[src/rtl/wdg_pkg.sv]
package wdg_pkg;
  localparam int unsigned OFF_LOAD   = 32'h000;
  localparam int unsigned OFF_COUNT  = 32'h004;
  localparam int unsigned OFF_CTRL   = 32'h008;
  localparam int unsigned OFF_CLEAR  = 32'h00C;
  localparam int unsigned OFF_STATUS = 32'h014;
  localparam int unsigned OFF_LOCK   = 32'hC00;
  localparam int unsigned CTRL_RUN_BIT = 0;
  localparam int unsigned CTRL_RST_BIT = 1;
  localparam logic [31:0] DEFAULT_KEY = 32'h1ACCE551;
endpackage

[src/rtl/wdg_regs.sv]
module wdg_regs
  import wdg_pkg::*;
#(
  parameter int ADDR_W = 12,
  parameter int DATA_W = 32,
  parameter int CNT_W  = 32,
  parameter logic [DATA_W-1:0] KEY = DATA_W'(DEFAULT_KEY)
) (
  input  logic              clk,
  input  logic              rst,
  input  logic [ADDR_W-1:0] bus_addr,
  input  logic              bus_we,
  input  logic [DATA_W-1:0] bus_wdata,
  input  logic [CNT_W-1:0]  cnt_val,
  input  logic              irq_lvl,
  output logic [DATA_W-1:0] bus_rdata,
  output logic [CNT_W-1:0]  load_q,
  output logic              run_q,
  output logic              rst_en_q,
  output logic              load_wr,
  output logic              kick
);
  localparam logic [ADDR_W-1:0] A_LOAD   = ADDR_W'(OFF_LOAD);
  localparam logic [ADDR_W-1:0] A_COUNT  = ADDR_W'(OFF_COUNT);
  localparam logic [ADDR_W-1:0] A_CTRL   = ADDR_W'(OFF_CTRL);
  localparam logic [ADDR_W-1:0] A_CLEAR  = ADDR_W'(OFF_CLEAR);
  localparam logic [ADDR_W-1:0] A_STATUS = ADDR_W'(OFF_STATUS);
  localparam logic [ADDR_W-1:0] A_LOCK   = ADDR_W'(OFF_LOCK);

  logic open_q;
  logic wr_ok;

  assign wr_ok   = bus_we && open_q;
  assign load_wr = wr_ok && (bus_addr == A_LOAD);
  assign kick    = wr_ok && (bus_addr == A_CLEAR);

  always_ff @(posedge clk) begin
    if (rst) begin
      open_q   <= 1'b0;
      load_q   <= '1;
      run_q    <= 1'b0;
      rst_en_q <= 1'b0;
    end else begin
      if (bus_we && (bus_addr == A_LOCK))
        open_q <= (bus_wdata == KEY);
      if (load_wr)
        load_q <= CNT_W'(bus_wdata);
      if (wr_ok && (bus_addr == A_CTRL)) begin
        run_q    <= bus_wdata[CTRL_RUN_BIT];
        rst_en_q <= bus_wdata[CTRL_RST_BIT];
      end
    end
  end

  always_ff @(posedge clk) begin
    if (rst) begin
      bus_rdata <= '0;
    end else begin
      bus_rdata <= '0;
      case (bus_addr)
        A_LOAD:   bus_rdata <= DATA_W'(load_q);
        A_COUNT:  bus_rdata <= DATA_W'(cnt_val);
        A_CTRL: begin
          bus_rdata[CTRL_RUN_BIT] <= run_q;
          bus_rdata[CTRL_RST_BIT] <= rst_en_q;
        end
        A_STATUS: bus_rdata <= DATA_W'(irq_lvl);
        A_LOCK:   bus_rdata <= DATA_W'(!open_q);
        default:  bus_rdata <= '0;
      endcase
    end
  end


  locked_load_chk: assert property (@(posedge clk) disable iff (rst)
    (bus_we && !open_q && bus_addr == A_LOAD) |=> $stable(load_q));

  locked_ctrl_chk: assert property (@(posedge clk) disable iff (rst)
    (bus_we && !open_q && bus_addr == A_CTRL) |=> ($stable(run_q) && $stable(rst_en_q)));

  unlock_key_chk: assert property (@(posedge clk) disable iff (rst)
    (bus_we && bus_addr == A_LOCK && bus_wdata == KEY) |=> open_q);

  relock_chk: assert property (@(posedge clk) disable iff (rst)
    (bus_we && bus_addr == A_LOCK && bus_wdata != KEY) |=> !open_q);
endmodule

[src/rtl/wdg_counter.sv]
module wdg_counter #(
  parameter int CNT_W = 32
) (
  input  logic             clk,
  input  logic             rst,
  input  logic             run,
  input  logic             rst_en,
  input  logic [CNT_W-1:0] load_val,
  input  logic             load_wr,
  input  logic [CNT_W-1:0] load_wdata,
  input  logic             kick,
  output logic [CNT_W-1:0] count,
  output logic             irq,
  output logic             rst_pulse
);
  logic expire;
  assign expire = run && (count == '0);

  always_ff @(posedge clk) begin
    if (rst) begin
      count     <= '1;
      irq       <= 1'b0;
      rst_pulse <= 1'b0;
    end else begin
      rst_pulse <= 1'b0;
      if (kick) begin
        count <= load_val;
        irq   <= 1'b0;
      end else begin
        if (load_wr)      count <= load_wdata;
        else if (expire)  count <= load_val;
        else if (run)     count <= count - CNT_W'(1);
        if (expire) begin
          if (!irq) begin
            irq <= 1'b1;
          end else if (rst_en) begin
            rst_pulse <= 1'b1;
            irq       <= 1'b0;
          end
        end
      end
    end
  end


  dec_step_chk: assert property (@(posedge clk) disable iff (rst)
    (run && !kick && !load_wr && count != '0) |=> (count == $past(count) - CNT_W'(1)));

  hold_chk: assert property (@(posedge clk) disable iff (rst)
    (!run && !kick && !load_wr) |=> $stable(count));

  expire_reload_chk: assert property (@(posedge clk) disable iff (rst)
    (expire && !kick && !load_wr) |=> (count == $past(load_val)));

  kick_chk: assert property (@(posedge clk) disable iff (rst)
    kick |=> (!irq && count == $past(load_val)));

  pulse_single_chk: assert property (@(posedge clk) disable iff (rst)
    rst_pulse |=> !rst_pulse);

  rst_gate_chk: assert property (@(posedge clk) disable iff (rst)
    rst_pulse |-> ($past(rst_en) && $past(irq)));
endmodule

[src/rtl/wdg_top.sv]
module wdg_top
  import wdg_pkg::*;
#(
  parameter int ADDR_W = 12,
  parameter int DATA_W = 32,
  parameter int CNT_W  = 32,
  parameter logic [DATA_W-1:0] KEY = DATA_W'(DEFAULT_KEY)
) (
  input  logic              clk,
  input  logic              rst,
  input  logic [ADDR_W-1:0] bus_addr,
  input  logic              bus_we,
  input  logic [DATA_W-1:0] bus_wdata,
  output logic [DATA_W-1:0] bus_rdata,
  output logic              irq_o,
  output logic              rst_req_o
);
  logic [CNT_W-1:0] load_q;
  logic [CNT_W-1:0] cnt_val;
  logic             run_q;
  logic             rst_en_q;
  logic             load_wr;
  logic             kick;
  logic             irq_lvl;
  logic             rst_pulse;

  wdg_regs #(
    .ADDR_W(ADDR_W), .DATA_W(DATA_W), .CNT_W(CNT_W), .KEY(KEY)
  ) u_regs (
    .clk(clk), .rst(rst),
    .bus_addr(bus_addr), .bus_we(bus_we), .bus_wdata(bus_wdata),
    .cnt_val(cnt_val), .irq_lvl(irq_lvl),
    .bus_rdata(bus_rdata), .load_q(load_q),
    .run_q(run_q), .rst_en_q(rst_en_q),
    .load_wr(load_wr), .kick(kick)
  );

  wdg_counter #(.CNT_W(CNT_W)) u_cnt (
    .clk(clk), .rst(rst),
    .run(run_q), .rst_en(rst_en_q),
    .load_val(load_q), .load_wr(load_wr),
    .load_wdata(CNT_W'(bus_wdata)), .kick(kick),
    .count(cnt_val), .irq(irq_lvl), .rst_pulse(rst_pulse)
  );

  assign irq_o     = irq_lvl;
  assign rst_req_o = rst_pulse;


  req_needs_irq_chk: assert property (@(posedge clk) disable iff (rst)
    $rose(rst_req_o) |-> $fell(irq_o));
endmodule

[config.mk]
export PLATFORM = sky130hd
export DESIGN_NAME = wdg_top
export DESIGN_NICKNAME = d
export VERILOG_FILES = /design/src/rtl/wdg_pkg.sv /design/src/rtl/wdg_regs.sv /design/src/rtl/wdg_counter.sv /design/src/rtl/wdg_top.sv
export SDC_FILE = /design/constraint.sdc
export NUM_CORES = 1
export LEC_CHECK = 0
export BUFFER_PORTS_ARGS = -buffer_cell sky130_fd_sc_hd__buf_2
export CAP_MARGIN = 20
export CORE_ASPECT_RATIO = 1.5
export CORE_MARGIN = 10
export CORE_UTILIZATION = 40
export DETAILED_ROUTE_END_ITERATION = 8
export SYNTH_ARGS = -nofsm -noshare
export SYNTH_HDL_FRONTEND = slang
export SYNTH_SLANG_ARGS = --single-unit
export TNS_END_PERCENT = 100
[constraint.sdc]
create_clock -name clk -period 5.6 [get_ports clk]
set_input_delay 0.56 -clock clk [delete_from_list [all_inputs] [get_ports clk]]
set_output_delay 0.56 -clock clk [all_outputs]
set_load 0.02 [all_outputs]
# Word level (Yosys, flattened, before mapping)
# Index checks and enable logic that the tools add are counted.
[word_totals] regBits=101 inputBits=47 output_inout_bits=34 word_cells=38
[classes] addsub=1 n_eq_ne=6 muxes=9 n_bitwise=2 reduce_logical=12
[ops] operator="2-to-1 mux 32 bit" count=4
[ops] operator="one-hot mux 30 bit (2 select lines)" count=1
[ops] operator="equality test 32 x 29 -> 1 bit (second input constant)" count=1
[ops] operator="logical NOT 32 bit" count=1
[ops] operator="subtractor 32 x 1 -> 32 bit (second input constant)" count=1
[ops] operator="equality test 12 x 4 -> 1 bit (second input constant)" count=2
[ops] operator="equality test 12 bit (second input constant)" count=1
[ops] operator="equality test 12 x 3 -> 1 bit (second input constant)" count=1
[ops] operator="equality test 12 x 5 -> 1 bit (second input constant)" count=1
[ops] operator="logical NOT 12 bit" count=1
[ops] operator="one-hot mux 2 bit (5 select lines)" count=1
[ops] operator="logical AND 1 bit" count=6
[ops] operator="nonzero test 4 bit" count=1
[ops] operator="OR reduction 4 bit" count=1
[ops] operator="2-to-1 mux 1 bit" count=3
[ops] operator="NOT 1 bit" count=2
[ops] operator="OR reduction 2 bit" count=1
[ops] operator="logical NOT 1 bit" count=1

# Depth between registers and ports, before layout
[depth] ltp_word=5 depth_mapped=10 ltp_nobuf=8

# Modules after synthesis
# A second synthesis with hierarchy kept.
[unflattened] hier_cells=633 area_unflattened_um2=5431.5
[modules_own_cells] module="wdg_regs" instances=1 cells_each=279 area_each_um2=2793.9 seq_area_each_um2=1341.3
[modules_own_cells] module="wdg_counter" instances=1 cells_each=354 area_each_um2=2637.5 seq_area_each_um2=680.7

# Worst setup path after synthesis
# No wires, ideal clock.
[synth_timing] path_type="input to register" startpoint="in bus_addr[5]" endpoint="reg u_cnt.count[13]" setup_ps=124 t_arrival_ps=2392 t_required_ps=5476 slack_ps=3084 path_stages=6 n_path_buf=2 cell_sequence="or4_1 or4_1 buf_2 clkbuf_1 o21ai_0 o31ai_2"
[synth_between] elab_chain_len=4 word_cells_on_any_way=7 cone_classes="1 x eq/ne; 2 x mux; 4 x reduce/logical"
[synth_lines] element="from (decl)" line="wdg_top.sv:11" text="input logic [ADDR_W-1:0] bus_addr,"
[synth_lines] element="logical NOT 12 bit" line="wdg_regs.sv:34" text="assign load_wr = wr_ok && (bus_addr == A_LOAD);"
[synth_lines] element="logical AND 1 bit" line="wdg_regs.sv:34"
[synth_lines] element="2-to-1 mux 32 bit" line="wdg_counter.sv:30" text="if (load_wr) count <= load_wdata;"
[synth_lines] element="2-to-1 mux 32 bit" line="wdg_counter.sv:26" text="if (kick) begin"
[synth_lines] element="to (signal assigned)" line="wdg_counter.sv:27" text="count <= load_val;"
[synth_lines] element="to (signal assigned)" line="wdg_counter.sv:30"
[synth_lines] element="to (signal assigned)" line="wdg_counter.sv:31" text="else if (expire) count <= load_val;"
[synth_lines] element="to (decl)" line="wdg_counter.sv:12" text="output logic [CNT_W-1:0] count,"
# Several ways; a longest one is shown, not always the timed one.
# A chain may end at the register's enable or synchronous reset.

# Final worst setup path
[layout_timing] startpoint="reg u_cnt.count[2]" endpoint="reg u_cnt.count[31]"
[layout_between] elab_chain_len=5 word_cells_on_any_way=8 cone_classes="1 x add/sub; 4 x mux; 3 x reduce/logical"
[layout_lines] element="subtractor 32 x 1 -> 32 bit / logical NOT 32 bit (equally long branches)" line="wdg_counter.sv:32, wdg_counter.sv:17"
[layout_lines] element="2-to-1 mux 32 bit / logical AND 1 bit (equally long branches)" line="wdg_counter.sv:32, wdg_counter.sv:17"
[layout_lines] element="2-to-1 mux 32 bit" line="wdg_counter.sv:31"
[layout_lines] element="2-to-1 mux 32 bit" line="wdg_counter.sv:30"
[layout_lines] element="2-to-1 mux 32 bit" line="wdg_counter.sv:26"
# Several ways; a longest one is shown, not always the timed one. The select of a mux whose other input is x is not followed.

==> flow_results.org <==
** Clock tree
- Setup bufs post-CTS :: 0
- In this run the deepest clock path goes through 2 buffers.
- The clock tree synthesis step divided the H-tree into 3 levels.
- The later pin in the worst-skew pair is clocked with a latency of 0.35 ns.
- Root buffer cell :: sky130_fd_sc_hd__clkbuf_16
- # resized after CTS :: 0
- Clock-pin slew on the worst setup and hold paths :: 0.07 ns
- Hold-fix buffers, CTS :: 0
- CTS buffer count :: 9
- Clock tree synthesis found a total of 101 sinks.
- Clock tree from TritonCTS :: yes

** Worst setup path
- STA classifies the critical path endpoint as a flop.
- Class of the most critical setup path :: reg -> reg
- At the worst endpoint, the required time is 5.84 ns.
- Type of origin of the critical path :: flop
- Arrival time of the worst setup path :: 3.37 ns
- Largest fanout on the critical path :: 13

** Flow run
- Max Cap Violations :: 0

** Yosys
- Yosys printed 0 warnings.
- The mapped netlist covers 5330 um2.
- Count of different cell masters after synthesis :: 73
- Portion of the post-synthesis area used by sequential elements :: 0.379
- Post-synth EDFFs :: 0
- Each instance of the synthesized netlist takes up on average 7.90 um2.
- For this run, the leading register cell type out of synthesis is sky130_fd_sc_hd__dfxtp_1.
- Async SR Flop Fraction :: 0
- Syn_nets :: 723
- Gate count of the mapped netlist :: 675
- Synth top area share :: 0.379
- The largest total area in the synthesized netlist belongs to sky130_fd_sc_hd__dfxtp_1.
- Flip-flop and latch count after synthesis :: 101
- After synthesis, the cell types taking the most area are sky130_fd_sc_hd__dfxtp_1 38%, sky130_fd_sc_hd__nor2_1 6.3%, sky130_fd_sc_hd__nand2_1 5.5%.

** Power and ir drop
- The worst-case IR drop observed on VDD is 123 uV.
- Reported leakage power :: 2.36 nW
- Power density normalized to cell area :: 234 nW/um2

** Placed design
- Prior to clock tree synthesis, the placed netlist has a worst setup slack of 2.26 ns.
- At the end of routability-driven placement, the weighted congestion stood at 0.922.
- During placement, the flow inserted port buffers numbering 80.
- Once detailed placement completed, the half-perimeter wirelength came to 13.0 mm.
- Including well taps, the total number of placed cells is 872.

** STA
- Setup TNS :: 0 ns
- The smallest clock period supported by the final layout is computed as 3.13 ns.
- Unrepaired setup endpoints after global routing :: no
- # setup viols final :: 0
- Static timing analysis puts the maximum clock frequency at 0.319 GHz.
- Setup clock skew after layout :: 0.00615 ns
- In the finished design, the share of the clock period the worst path needs comes to 0.560.
- Worst relative slew slack :: 0.373
- Number of pins with negative max-slew slack in the final report :: 0
- Final critical-path setup slack :: 2.47 ns
- Worst-Margin Slew :: 0.941 ns
- The hold violation total from the final report is 0.

** Detailed routing
- Avg Vias per Cell :: 6.24
- In this run, the number of DRC markers left after iteration 0 of detailed routing was 495.
- WL final :: 18.8 mm
- Wire length per cell after detailed routing :: 21.2 um
- Remaining number of nets flagged by the antenna check after routing :: 0
- For this run, design rule violations remaining after detail routing come to 0.
- The detailed router placed 5542 vias in this run.
- The first detailed-routing pass ran for 5 iterations.

** Floorplan
- The floorplan step set the die height to 161 um.
- In this run the horizontal extent of the chip is 114 um.
- The floorplan step defined a die boundary enclosing 18400 um2.
- In this run the standard cell core region covers 13000 um2.
- Effective utilization at floorplan :: 0.409
- Floorplan row count :: 51
- During I/O placement, the number of pins put on the boundary was 81.

** Cells and area
- Final std cells w/o fill :: 888
- Antenna diode count :: 0
- Area added between synthesis and finish :: 14.6%
- In the final layout, the share of cells above drive strength 1 is 0.176.
- At the end of the flow, the number of nets in the layout was 773.
- For this run, the share of the core covered by cells in the final layout is 0.469.

** Global route
- Antenna violations before repair :: 0
- Entering global routing, the biggest net connects 66 pins.
- In the global route stage, overall resource usage came out at 0.198.
- The first global-routing pass estimated 29.5 mm of wire.
- The number of global-route vias before repair was 5509.
- GR Overflow Total :: 0

** Worst hold path
- The tightest min-delay check is of the in -> reg type.

** Status
- The run finished with clean final reports.
==> per-layer routing <==
layer | GRT usage | share of wire | up-vias
met5 | 0 | 0 | -
met4 | 0.0920 | 0.034 | 0
met3 | 0.0404 | 0.068 | 50
met2 | 0.354 | 0.53 | 238
met1 | 0.214 | 0.37 | 2673
li1 | - | - | 2581
==> power breakdown <==
| group | switching, W | internal (W) |
|---|---|---|
| Combinational | 0.0000421 | 0.0000226 |
| Clock | 0.000273 | 0.000367 |
| Sequential | 0.00000305 | 0.000720 |
==> final cells by class <==
cell class                      count  area, um2
Clock buffer                       11        253
Clock inverter                      4       47.5
Fill cell                        1367       6910
Inverter                            5       18.8
Multi-Input combinational cell    518       3090
Sequential cell                   101       2020
Tap cell                          159        199
Timing Repair Buffer               90        479
==> path summary, 6_finish.rpt <==
check | from | end | slack, ns | cells after the start
max | u_cnt.count[2]$_SDFFE_PP1P_ | u_cnt.count[31]$_SDFFE_PP1P_ | 2.47 | 6
min | bus_wdata[20] | u_regs.load_q[20]$_SDFFE_PP1P_ | 0.46 | 3
max reg2reg | u_cnt.count[2]$_SDFFE_PP1P_ | u_cnt.count[31]$_SDFFE_PP1P_ | 2.47 | 6
min reg2reg | u_regs.load_q[20]$_SDFFE_PP1P_ | u_regs.load_q[20]$_SDFFE_PP1P_ | 0.47 | 2
==> worst max-delay path, stage by stage, from the launching register on <==
cell	delay, ns
sky130_fd_sc_hd__dfxtp_1	0.38
sky130_fd_sc_hd__or4_4	0.58
sky130_fd_sc_hd__nor3_2	0.69
sky130_fd_sc_hd__and4_1	0.51
sky130_fd_sc_hd__nand2_2	0.31
sky130_fd_sc_hd__o21a_1	0.29
sky130_fd_sc_hd__a311o_1	0.25
==> sequential cells by signal, summed over array words and instances, names as in the netlist <==
| name | count |
|---|---|
| u_cnt.count | 32 |
| u_regs.bus_rdata | 32 |
| u_regs.load_q | 32 |
| u_cnt.irq | 1 |
| u_cnt.rst_pulse | 1 |
| u_regs.open_q | 1 |
| u_regs.rst_en_q | 1 |
| u_regs.run_q | 1 |
==> cell families (layout without fill, tap and decap cells) <==
logic type / after synthesis / after routing / synth area share
AO/OA/AOI/OAI: 192 / 192 / 0.246
adder cells (fa/ha/maj): 1 / 1 / 0.00235
flip-flops: 101 / 101 / 0.379
multiplexers: 4 / 4 / 0.00751
AND/OR/NAND/NOR: 299 / 299 / 0.285
buffers and inverters: 56 / 110 / 0.0437
XOR/XNOR: 22 / 22 / 0.0361
==> synth_stat cells (5+ instances only) <==
cell and count:
sky130_fd_sc_hd__dfxtp_1 101, sky130_fd_sc_hd__nor2_1 90, sky130_fd_sc_hd__nand2_1 78, sky130_fd_sc_hd__a21oi_1 38
sky130_fd_sc_hd__clkbuf_1 37, sky130_fd_sc_hd__a22oi_1 33, sky130_fd_sc_hd__nand3_1 30, sky130_fd_sc_hd__o21ai_0 29
sky130_fd_sc_hd__nor3_1 24, sky130_fd_sc_hd__o22ai_1 13, sky130_fd_sc_hd__o31ai_1 12, sky130_fd_sc_hd__xnor2_1 12
sky130_fd_sc_hd__nor4_1 11, sky130_fd_sc_hd__or4_1 10, sky130_fd_sc_hd__xor2_1 10, sky130_fd_sc_hd__buf_2 9
sky130_fd_sc_hd__o211ai_1 8, sky130_fd_sc_hd__nand4_1 7, sky130_fd_sc_hd__and3_1 6, sky130_fd_sc_hd__or3_1 6
sky130_fd_sc_hd__a211oi_1 5, sky130_fd_sc_hd__inv_1 5, sky130_fd_sc_hd__o21a_1 5, sky130_fd_sc_hd__o21ai_1 5
==> cell usage in the layout, fill, tap and decap left out, types with 6 or more instances in the layout <==
master,n
sky130_fd_sc_hd__dfxtp_1,101
sky130_fd_sc_hd__nor2_1,88
sky130_fd_sc_hd__buf_2,80
sky130_fd_sc_hd__nand2_1,78
sky130_fd_sc_hd__a21oi_1,38
sky130_fd_sc_hd__a22oi_1,33
sky130_fd_sc_hd__nand3_1,30
sky130_fd_sc_hd__o21ai_0,29
sky130_fd_sc_hd__nor3_1,24
sky130_fd_sc_hd__o22ai_1,13
sky130_fd_sc_hd__xnor2_1,12
sky130_fd_sc_hd__o31ai_1,12
sky130_fd_sc_hd__nor4_1,11
sky130_fd_sc_hd__or4_1,10
sky130_fd_sc_hd__xor2_1,10
sky130_fd_sc_hd__clkbuf_16,9
sky130_fd_sc_hd__buf_4,9
sky130_fd_sc_hd__o211ai_1,8
sky130_fd_sc_hd__nand4_1,7
sky130_fd_sc_hd__or3_1,6
sky130_fd_sc_hd__and3_1,6
==> stage by stage <==
step / hold slack (ns) / power [W] / instance area [um2]
after floorplan: 0.436 / 0.000766 / 5330
after global placement: 0.461 / 0.000803 / 5800
after detailed placement: 0.466 / 0.000803 / 5800
after CTS: 0.448 / 0.00144 / 6100
after global routing: 0.478 / 0.00147 / 6110
final: 0.457 / 0.00143 / 6110
Power figures use the tool's default switching activity.
